## config.mk

```make
export PLATFORM = sky130hd
export DESIGN_NAME = rxq_hold_monitor
export DESIGN_NICKNAME = d
export VERILOG_FILES = /design/src/rtl/rxq_fc_pkg.sv /design/src/rtl/rxq_byte_occ.sv /design/src/rtl/rxq_frame_occ.sv /design/src/rtl/rxq_thresh_req.sv /design/src/rtl/rxq_hold_monitor.sv
export SDC_FILE = /design/constraint.sdc
export NUM_CORES = 1
export LEC_CHECK = 0
export ABC_AREA = 1
export BUFFER_PORTS_ARGS = -buffer_cell sky130_fd_sc_hd__clkbuf_2
export CAP_MARGIN = 0
export CORE_AREA = 2 2 79 81
export DETAILED_ROUTE_END_ITERATION = 8
export DIE_AREA = 0 0 81 83
export PLACE_DENSITY = 0.68
export SLEW_MARGIN = 20
export SYNTH_ARGS = -nofsm -noshare
export SYNTH_HDL_FRONTEND = slang
export SYNTH_SLANG_ARGS = --single-unit
```

## constraint.sdc

```tcl
create_clock -name clk -period 5.6 [get_ports clk]
set_clock_uncertainty 0.1 [all_clocks]
set_input_delay 1.12 -clock clk [delete_from_list [all_inputs] [get_ports clk]]
set_output_delay 1.12 -clock clk [all_outputs]
set_load 0.05 [all_outputs]
```

## src/rtl/rxq_fc_pkg.sv

```systemverilog
package rxq_fc_pkg;
  // Size of one byte-limit step, as a power of two.
  localparam int unsigned STEP_LOG2     = 8;
  // Legal range of the frame limit.
  localparam int unsigned FRM_LIMIT_MIN = 1;
  localparam int unsigned FRM_LIMIT_MAX = 24;

  typedef struct packed {
    logic bytes_over;
    logic frames_over;
  } over_t;
endpackage

```

## src/rtl/rxq_byte_occ.sv

```systemverilog
module rxq_byte_occ #(
  parameter int BEAT_W = 4,
  parameter int OCC_W  = 18
) (
  input  logic              clk,
  input  logic              rst,
  input  logic [BEAT_W-1:0] add_bytes,
  input  logic [BEAT_W-1:0] sub_bytes,
  output logic [OCC_W-1:0]  occ
);
  localparam logic [OCC_W:0] CEIL = {1'b0, {OCC_W{1'b1}}};

  logic [OCC_W-1:0] occ_q;
  logic [OCC_W:0]   gain, sub_x, net;
  logic             floor_hit, ceil_hit;

  always_comb begin
    gain      = {1'b0, occ_q} + (OCC_W+1)'(add_bytes);
    sub_x     = (OCC_W+1)'(sub_bytes);
    floor_hit = gain < sub_x;
    net       = gain - sub_x;
    ceil_hit  = !floor_hit && (net > CEIL);
  end

  always_ff @(posedge clk) begin
    if (rst)            occ_q <= '0;
    else if (floor_hit) occ_q <= '0;
    else if (ceil_hit)  occ_q <= {OCC_W{1'b1}};
    else                occ_q <= net[OCC_W-1:0];
  end

  assign occ = occ_q;

  // netted write/read update
  p_net_update_r2: assert property (@(posedge clk) disable iff (rst)
    (!floor_hit && !ceil_hit) |=> ({1'b0, occ_q} == $past(gain) - $past(sub_x)));
  // over-read floors at zero
  p_floor_zero_r3: assert property (@(posedge clk) disable iff (rst)
    floor_hit |=> (occ_q == '0));
endmodule

```

## src/rtl/rxq_frame_occ.sv

```systemverilog
module rxq_frame_occ #(
  parameter int FRM_W = 6
) (
  input  logic             clk,
  input  logic             rst,
  input  logic             frame_in,
  input  logic             frame_out,
  output logic [FRM_W-1:0] frames
);
  logic [FRM_W-1:0] cnt_q;

  always_ff @(posedge clk) begin
    if (rst) cnt_q <= '0;
    else begin
      unique case ({frame_in, frame_out})
        2'b10:   if (cnt_q != {FRM_W{1'b1}}) cnt_q <= cnt_q + 1'b1;
        2'b01:   if (cnt_q != '0)            cnt_q <= cnt_q - 1'b1;
        default: cnt_q <= cnt_q;
      endcase
    end
  end

  assign frames = cnt_q;

  // simultaneous end-of-frame and drain cancel
  p_both_stable_r5: assert property (@(posedge clk) disable iff (rst)
    (frame_in && frame_out) |=> $stable(cnt_q));
  // drain at empty stays at zero
  p_drain_floor_r5: assert property (@(posedge clk) disable iff (rst)
    (cnt_q == '0 && frame_out && !frame_in) |=> (cnt_q == '0));
endmodule

```

## src/rtl/rxq_thresh_req.sv

```systemverilog
module rxq_thresh_req
  import rxq_fc_pkg::*;
#(
  parameter int OCC_W = 18,
  parameter int FRM_W = 6,
  parameter int BTH_W = 8,
  parameter int FTH_W = 5
) (
  input  logic             clk,
  input  logic             rst,
  input  logic [OCC_W-1:0] byte_occ,
  input  logic [FRM_W-1:0] frame_occ,
  input  logic [BTH_W-1:0] byte_steps,
  input  logic [FTH_W-1:0] frame_field,
  output logic [OCC_W-1:0] byte_limit,
  output logic [FTH_W-1:0] frame_limit,
  output logic             hold
);
  logic [BTH_W:0] steps_p1;
  over_t          over;
  logic           hold_q;

  always_comb begin
    steps_p1   = {1'b0, byte_steps} + 1'b1;
    byte_limit = OCC_W'(steps_p1) << STEP_LOG2;
    if (frame_field < FTH_W'(FRM_LIMIT_MIN))      frame_limit = FTH_W'(FRM_LIMIT_MIN);
    else if (frame_field > FTH_W'(FRM_LIMIT_MAX)) frame_limit = FTH_W'(FRM_LIMIT_MAX);
    else                                          frame_limit = frame_field;
    over.bytes_over  = byte_occ > byte_limit;
    over.frames_over = frame_occ > FRM_W'(frame_limit);
  end

  always_ff @(posedge clk) begin
    if (rst) hold_q <= 1'b0;
    else     hold_q <= over.bytes_over | over.frames_over;
  end

  assign hold = hold_q;

  // decoded frame limit always inside the legal range
  p_limit_range_r6: assert property (@(posedge clk) disable iff (rst)
    (frame_limit >= FTH_W'(FRM_LIMIT_MIN)) && (frame_limit <= FTH_W'(FRM_LIMIT_MAX)));
endmodule

```

## src/rtl/rxq_hold_monitor.sv

```systemverilog
module rxq_hold_monitor #(
  parameter int BEAT_BYTES = 8,
  parameter int OCC_W      = 18,
  parameter int FRM_W      = 6,
  parameter int BTH_W      = 8,
  parameter int FTH_W      = 5,
  localparam int BEAT_W    = $clog2(BEAT_BYTES + 1)
) (
  input  logic              clk,
  input  logic              rst,
  input  logic [BEAT_W-1:0] mac_wr_bytes,
  input  logic              mac_wr_eof,
  input  logic [BEAT_W-1:0] dma_rd_bytes,
  input  logic              dma_frame_done,
  input  logic [BTH_W-1:0]  cfg_byte_steps,
  input  logic [FTH_W-1:0]  cfg_frame_limit,
  output logic              fc_hold
);
  logic [OCC_W-1:0] byte_occ, byte_limit;
  logic [FRM_W-1:0] frame_occ;
  logic [FTH_W-1:0] frame_limit;

  rxq_byte_occ #(.BEAT_W(BEAT_W), .OCC_W(OCC_W)) u_bytes (
    .clk(clk), .rst(rst), .add_bytes(mac_wr_bytes), .sub_bytes(dma_rd_bytes),
    .occ(byte_occ));

  rxq_frame_occ #(.FRM_W(FRM_W)) u_frames (
    .clk(clk), .rst(rst), .frame_in(mac_wr_eof), .frame_out(dma_frame_done),
    .frames(frame_occ));

  rxq_thresh_req #(.OCC_W(OCC_W), .FRM_W(FRM_W), .BTH_W(BTH_W), .FTH_W(FTH_W)) u_req (
    .clk(clk), .rst(rst), .byte_occ(byte_occ), .frame_occ(frame_occ),
    .byte_steps(cfg_byte_steps), .frame_field(cfg_frame_limit),
    .byte_limit(byte_limit), .frame_limit(frame_limit), .hold(fc_hold));

  // byte condition alone raises the request one edge later
  p_bytes_raise_r4: assert property (@(posedge clk) disable iff (rst)
    (byte_occ > byte_limit) |=> fc_hold);
  // frame condition alone raises the request one edge later
  p_frames_raise_r6: assert property (@(posedge clk) disable iff (rst)
    (frame_occ > FRM_W'(frame_limit)) |=> fc_hold);
  // release one edge after both counts are at or below their limits
  p_release_r8: assert property (@(posedge clk) disable iff (rst)
    ((byte_occ <= byte_limit) && (frame_occ <= FRM_W'(frame_limit))) |=> !fc_hold);
  // reset clears the request
  p_reset_clear_r1: assert property (@(posedge clk) rst |=> !fc_hold);
endmodule

```

==> metrics.yaml <==
route:
  via_per_inst: 5.09
  route.met3.wl_um: 199
  ant_nets: 0
  routed.top_layer: "met4"
  wl_per_cell_um: 11.8
  routed-wl-met2_um: 2990
  wl_um: 6200
  drc: 0
  wl_met1_um: 2900
  vias: 2677
  drt_pass1_iterations: 4
  drtIter0Drc: 87
synth:
  synth-edff-count: 0
  synth_xor_area_share_pct: 7.84
  synth.avg_cell_area_um2: 6.79
  yosysTopAreaCellShare_pct: 17.3
  synth_cell_types: 36
  synth_compound_gate_area_share_pct: 9.97
  synth_nets: 482
  ys_ff_latch: 25
  synthAdderAreaFrac_pct: 14.6
  async_reset_ff_share_pct: 0
  synthSimpleGateAreaFrac_pct: 40.5
  yosys-top-cells-area: "dfxtp_1, ha_1, nand2_1"
  synth_top_family_by_area: "simple AND/OR/NAND/NOR gates"
  ys.flop_type: "dfxtp_1"
  muxShareOfSynthArea_pct: 0
  synth_top_area_cell: "dfxtp_1"
  syn_inst: 425
  synthesis.area_um2: 2890
  yosysWarnings: 0
  ys_seq_area_share_pct: 17.3
place:
  dp_hpwl_um: 5330
  portBuffers: 25
  placement.cell_area_um2: 3080
  place_congestion: 0.819
  dp.cells: 522
timing:
  period_minus_slack_ps: 4000
  fin_setup_tns_ps: 0
  maxClockFrequency_mhz: 250
  fin_crit_sh_pct: 71.5
  hold_viol: 0
  finalSetupViolations: 0
  rsz0062_at_grt: "false"
  final_max_slew_viol_count: 0
  worst_pin_slew_ps: 519
  slew_headroom_pct: 65.1
layout:
  drive_gt1_share_pct: 21.3
  nFillCells: 604
  fin_cells: 526
  fin_area_um2: 3130
  fin_nets: 509
  diodes: 0
  area_delta_synth_final_pct: 8.23
  multi_input_area_um2: 2110
  seq_area_um2: 500
cts:
  cts_tree: "done"
  numCtsBuffers: 3
  cts_hold_buf: 0
  clockBufferDepth: 2
  clkLatencyLatePin_ps: 280
  cts.clk_slew.worst_paths_ps: 90
  post_cts_buffers: 0
  cts_resized: 0
  cts_root_buffer: "clkbuf_8"
  clock_sinks: 25
  htree_num_levels: 1
status:
  status: "finished, final reports clean"
critical_path:
  critPathCaptureType: "flop"
  crit_required_ps: 5690
  start_kind: "input port"
  critPathKind: "input port to flop"
  cp_max_fo: 13
  cp.arrival_ps: 4090
floorplan:
  core_area_um2: 5820
  start_util_pct: 49.7
  die_height_um: 83
  die_w_um: 81
  placementRows: 28
  ios: 26
  die_area_um2: 6720
power:
  power_density_nw_per_um2: 404
  p_leak_uw: 0.00161
  vdd_drop_max_uv: 207
worst_hold_path:
  hp-class: "flop to flop"
grt:
  antenna_found_initial: 0
  grt_max_degree: 16
  overflow: 0
  grt_pass1_wl_um: 10800
  grt_usage_pct: 19.9
  grt_pass1_vias: 2456
flow_run:
  drv_cap: 0
routing by layer:
metal	vias up	GRT usage, %
met5	-	0
met4	0	5.39
met3	9	1.41
met2	57	34.2
met1	1197	26.4
li1	1414	-
sequential cells by signal (all words and copies together) (netlist names):
register	flops
u_bytes.occ	18
u_frames.frames	6
u_req.hold	1
area by class of cell:
cell class / instances / area share, %
Multi-Input combinational cell: 330 / 67.4
Clock inverter: 1 / 0.240
Timing Repair Buffer: 25 / 4.00
Sequential cell: 25 / 16.0
Clock buffer: 3 / 1.32
Tap cell: 75 / 3.00
Inverter: 67 / 8.05
where the power goes:
group	leakage, µW	internal [µW]	switching [µW]
Sequential	0.000207	232	61.9
Clock	0.0000217	50.6	63.4
Combinational	0.00138	332	523
per-stage QoR:
stage | setup WS [ps] | util [%] | hold slack (ps) | total power (µW)
floorplan | 1940 | - | 365 | 1000
global placement | 1280 | 52.9 | 410 | 1140
detailed placement | 1320 | 52.9 | 424 | 1150
CTS | 1580 | 53.7 | 438 | 1270
global route | 1310 | 53.7 | 468 | 1400
finish | 1600 | 53.7 | 435 | 1260
worst max-delay path: stages:
cell and delay, ps:
clkbuf_2 80, ha_1 280, inv_1 90, fa_1 420
xnor2_1 200, ha_1 300, a21oi_1 140, nand2_1 90
nand2_1 70, nand2_1 50, nor2_1 140, nand2_1 110
nor2_2 120, nand3_2 120, nor2_1 140, nand2_2 90
nand2_2 300, inv_2 120, nand2_1 90, inv_1 40
cells in the final DEF (no fill, tap or decap), types with 2 or more instances in the layout:
cell type / n
nor4_1: 2
nand3_1: 35
o21ai_0: 11
inv_2: 5
nand3_2: 4
nand2_2: 24
xor2_1: 17
nand2_4: 5
nand4_1: 6
nor2_4: 5
xnor2_1: 7
nor2_2: 8
a211oi_1: 2
nand2_1: 95
clkbuf_2: 25
nor3_1: 3
fa_1: 3
nor2_1: 27
ha_1: 29
clkbuf_8: 3
dfxtp_1: 25
nand3b_1: 7
a21oi_1: 18
inv_1: 61
or2_2: 2
a21oi_2: 10
a21o_1: 2
synth_stat cells (4+ instances only):
cell      count
dfxtp_1      25
nand3b_1      7
inv_1        61
xnor2_1       7
nor2_1       27
nand3_2       4
nor2_4        5
nand2_4       5
inv_2         5
nand4_1       6
nor2_2        8
nand3_1      35
a21oi_1      18
a21oi_2      10
o21ai_0      11
xor2_1       17
nand2_2      24
nand2_1      95
ha_1         29
path summary, 6_finish.rpt:
path                 startpoint                  to  slack (ps)  depth (start not counted)
max             mac_wr_bytes[0]      u_bytes.occ[4]        1600                         20
min          u_frames.frames[5]  u_frames.frames[5]         430                          2
max reg2reg      u_bytes.occ[0]      u_bytes.occ[4]        2100                         19
min reg2reg  u_frames.frames[5]  u_frames.frames[5]         430                          2
logic make-up (layout without fill, tap and decap cells):
family	after synthesis	after routing
xor+xnor	25	25
fa+ha+maj	32	32
flops	25	25
simple gates	227	227
buf+inv	70	96
compound gates	46	46
(Power assumes the default switching activity.)
